**src/rtl/crc_eng_pkg.sv**
```systemverilog
package crc_eng_pkg;

    typedef enum logic [1:0] {
        POLY_CCITT = 2'd0,
        POLY_CRC16 = 2'd1,
        POLY_CRC32 = 2'd2,
        POLY_RSVD  = 2'd3
    } poly_e;

    typedef struct packed {
        logic  cmpl_out;
        logic  rev_out;
        logic  cmpl_in;
        logic  rev_in;
        poly_e poly;
    } mode_t;

    typedef enum logic [1:0] {
        REG_MODE = 2'd0,
        REG_SEED = 2'd1,
        REG_DATA = 2'd2,
        REG_NONE = 2'd3
    } reg_e;

    localparam int MODE_W = $bits(mode_t);
    localparam int CRC_W  = 32;

    localparam logic [CRC_W-1:0] GEN_CCITT = 32'h0000_1021;
    localparam logic [CRC_W-1:0] GEN_CRC16 = 32'h0000_8005;
    localparam logic [CRC_W-1:0] GEN_CRC32 = 32'h04C1_1DB7;

    function automatic logic is_wide(poly_e p);
        return (p == POLY_CRC32) || (p == POLY_RSVD);
    endfunction

    function automatic logic [CRC_W-1:0] gen_of(poly_e p);
        case (p)
            POLY_CCITT: return GEN_CCITT;
            POLY_CRC16: return GEN_CRC16;
            default:    return GEN_CRC32;
        endcase
    endfunction

    function automatic logic [CRC_W-1:0] width_mask(poly_e p);
        return is_wide(p) ? 32'hFFFF_FFFF : 32'h0000_FFFF;
    endfunction

    function automatic logic [CRC_W-1:0] mirror32(logic [CRC_W-1:0] x);
        logic [CRC_W-1:0] r;
        for (int i = 0; i < CRC_W; i++) r[i] = x[CRC_W-1-i];
        return r;
    endfunction

    function automatic logic [7:0] mirror8(logic [7:0] x);
        logic [7:0] r;
        for (int i = 0; i < 8; i++) r[i] = x[7-i];
        return r;
    endfunction

    // One byte folded MSB-first: xor the byte into the top of the register,
    // then eight shift/reduce steps.
    function automatic logic [CRC_W-1:0] fold_byte(logic [CRC_W-1:0] s,
                                                   logic [7:0] b, poly_e p);
        logic [CRC_W-1:0] c;
        logic [CRC_W-1:0] g;
        g = gen_of(p);
        if (is_wide(p)) begin
            c = s ^ {b, 24'h0};
            for (int k = 0; k < 8; k++)
                c = c[31] ? ((c << 1) ^ g) : (c << 1);
        end else begin
            c = {16'h0, s[15:0] ^ {b, 8'h0}};
            for (int k = 0; k < 8; k++)
                c = c[15] ? (((c << 1) ^ g) & 32'h0000_FFFF)
                          : ((c << 1) & 32'h0000_FFFF);
        end
        return c;
    endfunction

endpackage

```
**src/rtl/crc_eng_fold.sv**
```systemverilog
module crc_eng_fold
    import crc_eng_pkg::*;
#(
    parameter int DATA_W = 32
) (
    input  mode_t              mode,
    input  logic [CRC_W-1:0]   sum_q,
    input  logic [DATA_W-1:0]  wdata,
    input  logic [DATA_W/8-1:0] wstrb,
    output logic [CRC_W-1:0]   next_sum,
    output logic               legal
);
    localparam int LANES = DATA_W / 8;

    logic              is_word;
    logic              is_byte;
    logic [7:0]        lane_b;
    logic [7:0]        byte_x;
    logic [DATA_W-1:0] word_x;
    logic [CRC_W-1:0]  chain [LANES+1];

    always_comb begin
        is_word = (wstrb == '1);
        is_byte = $onehot(wstrb);
        lane_b  = '0;
        for (int i = 0; i < LANES; i++)
            if (wstrb[i]) lane_b = wdata[8*i +: 8];
        byte_x = mode.rev_in ? mirror8(lane_b) : lane_b;
        if (mode.cmpl_in) byte_x = ~byte_x;
        for (int i = 0; i < DATA_W; i++)
            word_x[i] = mode.rev_in ? wdata[DATA_W-1-i] : wdata[i];
        if (mode.cmpl_in) word_x = ~word_x;
    end

    assign chain[0] = sum_q;

    // Unrolled byte stages, top byte of the word first. Stage 0 also serves
    // single-byte writes.
    for (genvar k = 0; k < LANES; k++) begin : g_stage
        logic [7:0] stage_b;
        if (k == 0) begin : g_first
            assign stage_b = is_word ? word_x[DATA_W-1 -: 8] : byte_x;
        end else begin : g_rest
            assign stage_b = word_x[DATA_W-1-8*k -: 8];
        end
        assign chain[k+1] = fold_byte(chain[k], stage_b, mode.poly);
    end

    assign next_sum = is_word ? chain[LANES] : chain[1];
    assign legal    = is_word | is_byte;

endmodule

```
**src/rtl/crc_eng_regs.sv**
```systemverilog
module crc_eng_regs
    import crc_eng_pkg::*;
#(
    parameter int DATA_W = 32
) (
    input  logic                clk,
    input  logic                rst,
    input  logic                mode_we,
    input  mode_t               mode_d,
    input  logic                seed_we,
    input  logic [DATA_W-1:0]   seed_d,
    input  logic [DATA_W/8-1:0] seed_strb,
    input  logic                fold_we,
    input  logic [CRC_W-1:0]    fold_d,
    output mode_t               mode_q,
    output logic [CRC_W-1:0]    sum_q
);
    localparam int LANES = DATA_W / 8;

    logic [CRC_W-1:0] seed_merged;

    for (genvar i = 0; i < LANES; i++) begin : g_lane
        assign seed_merged[8*i +: 8] = seed_strb[i] ? seed_d[8*i +: 8]
                                                    : sum_q[8*i +: 8];
    end

    always_ff @(posedge clk) begin
        if (rst) begin
            mode_q <= '0;
            sum_q  <= '0;
        end else begin
            if (mode_we) mode_q <= mode_d;
            if (seed_we)
                sum_q <= seed_merged;
            else if (fold_we)
                sum_q <= fold_d;
        end
    end

endmodule

```
**src/rtl/crc_eng_view.sv**
```systemverilog
module crc_eng_view
    import crc_eng_pkg::*;
(
    input  mode_t            mode,
    input  logic [CRC_W-1:0] sum_q,
    output logic [CRC_W-1:0] view
);
    logic [CRC_W-1:0] mask;
    logic [CRC_W-1:0] raw;
    logic [CRC_W-1:0] flip;

    always_comb begin
        mask = width_mask(mode.poly);
        raw  = sum_q & mask;
        if (!mode.rev_out)
            flip = raw;
        else if (is_wide(mode.poly))
            flip = mirror32(raw);
        else
            flip = mirror32({raw[15:0], 16'h0});
        view = mode.cmpl_out ? (~flip & mask) : flip;
    end

endmodule

```
**src/rtl/crc_eng.sv**
```systemverilog
module crc_eng
    import crc_eng_pkg::*;
#(
    parameter int DATA_W = 32,
    parameter int ADDR_W = 2
) (
    input  logic                clk,
    input  logic                rst,
    input  logic                bus_wr,
    input  logic [ADDR_W-1:0]   bus_addr,
    input  logic [DATA_W-1:0]   bus_wdata,
    input  logic [DATA_W/8-1:0] bus_wstrb,
    output logic [DATA_W-1:0]   bus_rdata
);
    localparam int LANES = DATA_W / 8;

    reg_e             sel;
    mode_t            mode_q;
    logic [CRC_W-1:0] sum_q;
    logic [CRC_W-1:0] next_sum;
    logic [CRC_W-1:0] view;
    logic             legal;
    logic             mode_we;
    logic             seed_we;
    logic             fold_we;

    assign sel     = reg_e'(bus_addr[1:0]);
    assign mode_we = bus_wr && sel == REG_MODE && bus_wstrb[0];
    assign seed_we = bus_wr && sel == REG_SEED;
    assign fold_we = bus_wr && sel == REG_DATA && legal;

    crc_eng_fold #(.DATA_W(DATA_W)) u_fold (
        .mode     (mode_q),
        .sum_q    (sum_q),
        .wdata    (bus_wdata),
        .wstrb    (bus_wstrb),
        .next_sum (next_sum),
        .legal    (legal)
    );

    crc_eng_regs #(.DATA_W(DATA_W)) u_regs (
        .clk       (clk),
        .rst       (rst),
        .mode_we   (mode_we),
        .mode_d    (mode_t'(bus_wdata[MODE_W-1:0])),
        .seed_we   (seed_we),
        .seed_d    (bus_wdata),
        .seed_strb (bus_wstrb),
        .fold_we   (fold_we),
        .fold_d    (next_sum),
        .mode_q    (mode_q),
        .sum_q     (sum_q)
    );

    crc_eng_view u_view (
        .mode  (mode_q),
        .sum_q (sum_q),
        .view  (view)
    );

    always_comb begin
        case (sel)
            REG_MODE: bus_rdata = {{(DATA_W-MODE_W){1'b0}}, mode_q};
            REG_DATA: bus_rdata = view;
            default:  bus_rdata = '0;
        endcase
    end

endmodule

```
**config.mk**
```make
export PLATFORM = sky130hd
export DESIGN_NAME = crc_eng
export DESIGN_NICKNAME = d
export VERILOG_FILES = /design/src/rtl/crc_eng_pkg.sv /design/src/rtl/crc_eng_fold.sv /design/src/rtl/crc_eng_regs.sv /design/src/rtl/crc_eng_view.sv /design/src/rtl/crc_eng.sv
export SDC_FILE = /design/constraint.sdc
export NUM_CORES = 1
export LEC_CHECK = 0
export BUFFER_PORTS_ARGS = -buffer_cell sky130_fd_sc_hd__clkbuf_2
export CAP_MARGIN = 20
export CORE_ASPECT_RATIO = 0.8
export CORE_MARGIN = 2
export CORE_UTILIZATION = 50
export CTS_CLUSTER_DIAMETER = 120
export CTS_CLUSTER_SIZE = 25
export DETAILED_ROUTE_END_ITERATION = 8
export PLACE_DENSITY = 0.69
export RECOVER_POWER = 25
export SYNTH_ARGS = -nofsm -noshare
export SYNTH_HDL_FRONTEND = slang
export SYNTH_SLANG_ARGS = --single-unit
```
**constraint.sdc**
```tcl
create_clock -name clk -period 8.5 [get_ports clk]
set_input_delay 0.85 -clock clk [delete_from_list [all_inputs] [get_ports clk]]
set_output_delay 0.85 -clock clk [all_outputs]
set_load 0.02 [all_outputs]
```
==> flow_summary.json <==
{
  "io_buffer_count": 72,
  "via_per_inst": 6.239,
  "fillers": 2269,
  "dr.pass1.iters": 6,
  "cp-startpoint": "bus_wstrb[2]",
  "overflow": 0,
  "p_leak_uw": 0.007770,
  "dr_wl_met3_um": 10070,
  "finClkSkew_ps": 5.468,
  "cts_hold_buf": 0,
  "endpoint_kind": "flop",
  "vias": 16370,
  "start_kind": "input pin",
  "ys_seq_area_frac": 0.05475,
  "ys_types": 106,
  "drive_above_1_share": 0.3428,
  "period_needed_ps": 8961,
  "syn_inst": 1826,
  "vdd_drop_max_mv": 1.375,
  "setup_ws_ps": -461.3,
  "clk_pin_slew_ps": 60,
  "synth_area_um2": 13900,
  "wl_per_cell_um": 24.94,
  "synth_seq_cells": 38,
  "r2r_slack_ps": 170,
  "dr.first_iter.drc_count": 2309,
  "cp_data_required_time_ps": 8680,
  "grt_max_degree": 105,
  "synth_nets": 1886,
  "holdWs_ps": 555.2,
  "track_usage": 0.4358,
  "dieWidth_um": 190.4,
  "hold_violations": 0,
  "cts_tree": "yes",
  "rows": 54,
  "ios": 73,
  "worst_r2r_path_depth": 33,
  "fin_nets": 2317,
  "synth_warnings": 0,
  "root_buffer": "clkbuf_16",
  "wl_met1_um": 26020,
  "die_h_um": 153.1,
  "endpoint": "u_regs.sum_q[7]",
  "h-tree-depth": 2,
  "drtAntennaViolNets": 0,
  "drc": 0,
  "relSlewSlack": 0.3225,
  "grt_pass1_vias": 15380,
  "top_layer": "met5",
  "routed_wl_um": 65420,
  "finalMaxSlewViolations": 0,
  "worst_slew_pin_slew_ps": 1009,
  "outcome": "finished, violations left",
  "hp-class": "reg -> reg",
  "critPathSlowestCell": "a2111oi_4",
  "critical_path_arrival_ps": 9140,
  "place_hpwl_um": 51580,
  "power.total_uw": 10890,
  "reg2reg_from": "u_regs.mode_q[2]",
  "cp_slowest_stage_delay_ps": 470,
  "grt_antenna_before_repair": 2,
  "rsz0062_at_grt": "true",
  "cts_sinks": 38,
  "reg2reg_to": "u_regs.sum_q[7]",
  "numCtsBuffers": 5,
  "coreArea_um2": 27300,
  "crit_fanout": 4,
  "start_util": 0.5091,
  "clk_path_buf_depth": 2,
  "die_area_um2": 29150,
  "ys_async_sr_fraction": 0,
  "finalCritPeriodShare": 1.054,
  "fmax_mhz": 111.6,
  "crit_type": "in -> reg",
  "grt_pass1_wl_um": 96040,
  "place.gp.congestion": 1.088,
  "routed-wl-met2_um": 26280,
  "synth.avg_cell_area_um2": 7.610,
  "syn_to_final_growth_pct": 38.58,
  "cap_viol_max_count": 0,
  "synth_edf_count": 0,
  "finalSetupViolCount": 13,
  "clk_latency_ps": 280,
  "violations": "setup timing",
  "power_density_nw_per_um2": 565.4,
  "synth_ff_type": "dfxtp_1"
}
## through the flow
| step | instances | cell area [um^2] | setup TNS, ps | utilization | worst slack, ps |
|---|---|---|---|---|---|
| after floorplan | 1826 | 14160 | -18.60 | - | -18.60 |
| after global placement | 2573 | 17760 | -12150 | 0.6507 | -942.2 |
| after detailed placement | 2573 | 17760 | -14690 | 0.6507 | -1121 |
| after CTS | 2605 | 18540 | -2620 | 0.6794 | -278.5 |
| after global routing | 2622 | 19250 | -9143 | 0.7054 | -730.4 |
| final | 2623 | 19260 | -4726 | 0.7055 | -461.3 |
## state kept, by name, summed over array words and instances, names as in the netlist
name           flops
u_regs.sum_q      32
u_regs.mode_q      6
## synthesized netlist by cell type, drive strengths merged, types with 5 or more instances
| cell | n | share of area |
|---|---|---|
| a22oi | 26 | 0.014 |
| nand2 | 155 | 0.043 |
| a311oi | 7 | 0.0044 |
| mux2 | 17 | 0.014 |
| nor3 | 22 | 0.0079 |
| or3 | 15 | 0.0068 |
| a31oi | 14 | 0.0068 |
| o22ai | 14 | 0.0068 |
| a21oi | 112 | 0.041 |
| nand4 | 7 | 0.0032 |
| nor4 | 6 | 0.0027 |
| a22o | 10 | 0.0063 |
| a211oi | 54 | 0.031 |
| nand3 | 25 | 0.010 |
| nand2b | 13 | 0.0059 |
| buf | 40 | 0.014 |
| clkbuf | 80 | 0.022 |
| xnor2 | 379 | 0.25 |
| mux2i | 98 | 0.072 |
| and2 | 14 | 0.0063 |
| a221o | 6 | 0.0043 |
| nor3b | 13 | 0.0077 |
| o21ai | 65 | 0.023 |
| and3 | 14 | 0.0063 |
| a2111oi | 11 | 0.0092 |
| a21o | 14 | 0.0076 |
| inv | 24 | 0.0065 |
| xor2 | 130 | 0.086 |
| o211ai | 19 | 0.011 |
| o211a | 6 | 0.0043 |
| xnor3 | 36 | 0.059 |
| or2 | 10 | 0.0045 |
| dfxtp | 38 | 0.055 |
| a221oi | 9 | 0.0070 |
| a211o | 6 | 0.0038 |
| or4 | 5 | 0.0030 |
| mux4 | 6 | 0.0097 |
| nor2 | 215 | 0.059 |
| nand3b | 11 | 0.0059 |
| ha | 18 | 0.016 |
| nor2b | 10 | 0.0045 |
## routing by layer
| layer | track usage | vias to the layer above |
|---|---|---|
| met5 | 0 | - |
| li1 | - | 7251 |
| met3 | 0.1515 | 211 |
| met4 | 0.1259 | 4 |
| met2 | 0.6338 | 1172 |
| met1 | 0.6045 | 7727 |
## how the worst min path moves through the flow
stage | depth (start not counted) | startpoint | end | slack [ps]
after floorplan | 2 | u_regs.sum_q[17] | u_regs.sum_q[17] | 500
after global routing | 2 | u_regs.mode_q[5] | u_regs.mode_q[5] | 600
final | 2 | u_regs.mode_q[5] | u_regs.mode_q[5] | 560
after CTS | 2 | u_regs.mode_q[5] | u_regs.mode_q[5] | 550
after detailed placement | 2 | u_regs.mode_q[5] | u_regs.mode_q[5] | 540
after global placement | 2 | u_regs.mode_q[5] | u_regs.mode_q[5] | 480
## cells in the final DEF, fill, tap and decap left out, types with 14 or more instances in the layout
master,count
nand2_1,151
a21oi_1,102
inv_1,22
nor2_1,205
xnor2_1,335
a211oi_1,45
buf_6,22
buf_4,440
nor3_1,20
xor2_1,113
a21o_1,14
dfxtp_1,33
ha_1,15
a22oi_1,18
clkbuf_2,62
mux2i_1,86
o21ai_0,48
o211ai_1,18
xnor2_2,31
xnor3_1,27
nand3_1,22
## where the power goes
group	switching, uW	total (uW)	internal, uW
Combinational	5230	10500	5240
Sequential	38.7	230	191
Clock	76.0	193	116
## layout make-up
| class | count | area (um^2) | share of cell area |
|---|---|---|---|
| clock buffer | 7 | 142.6 | 0.007407 |
| inverter | 27 | 101.3 | 0.005263 |
| sequential | 38 | 769.5 | 0.03996 |
| timing repair buffer | 544 | 4079 | 0.2118 |
| antenna | 1 | 2.502 | 0.0001299 |
| clock inverter | 1 | 5.005 | 0.0002599 |
| multi-input combinational | 1641 | 13700 | 0.7115 |
| tap | 364 | 455.4 | 0.02365 |
## kinds of logic (layout without fill, tap and decap cells)
group / count (synthesis) / in the layout / share of synthesized area
muxes: 121 / 121 / 0.09634
AOI/OAI and AO/OA: 411 / 411 / 0.2065
and+or+nand+nor: 543 / 543 / 0.1818
other: 0 / 1 / 0
buffers and inverters: 147 / 579 / 0.04331
DFF: 38 / 38 / 0.05475
adders and majority gates: 19 / 19 / 0.01765
xor gates and xnor gates: 547 / 547 / 0.3997
## critical path: cells and delay by family
kind | cells | cell delay [ps]
xor+xnor | 8 | 1520
simple gates | 7 | 1510
buf+inv | 7 | 1020
mux | 4 | 1060
compound gates | 12 | 3160
## what timing repair did
| item | CTS | global route |
|---|---|---|
| resized for setup | 80 | 106 |
| pin swaps | 56 | 65 |
| setup endpoints to repair | 16 | 16 |
| setup buffers | 24 | 20 |
Power figures use the tool's default switching activity.
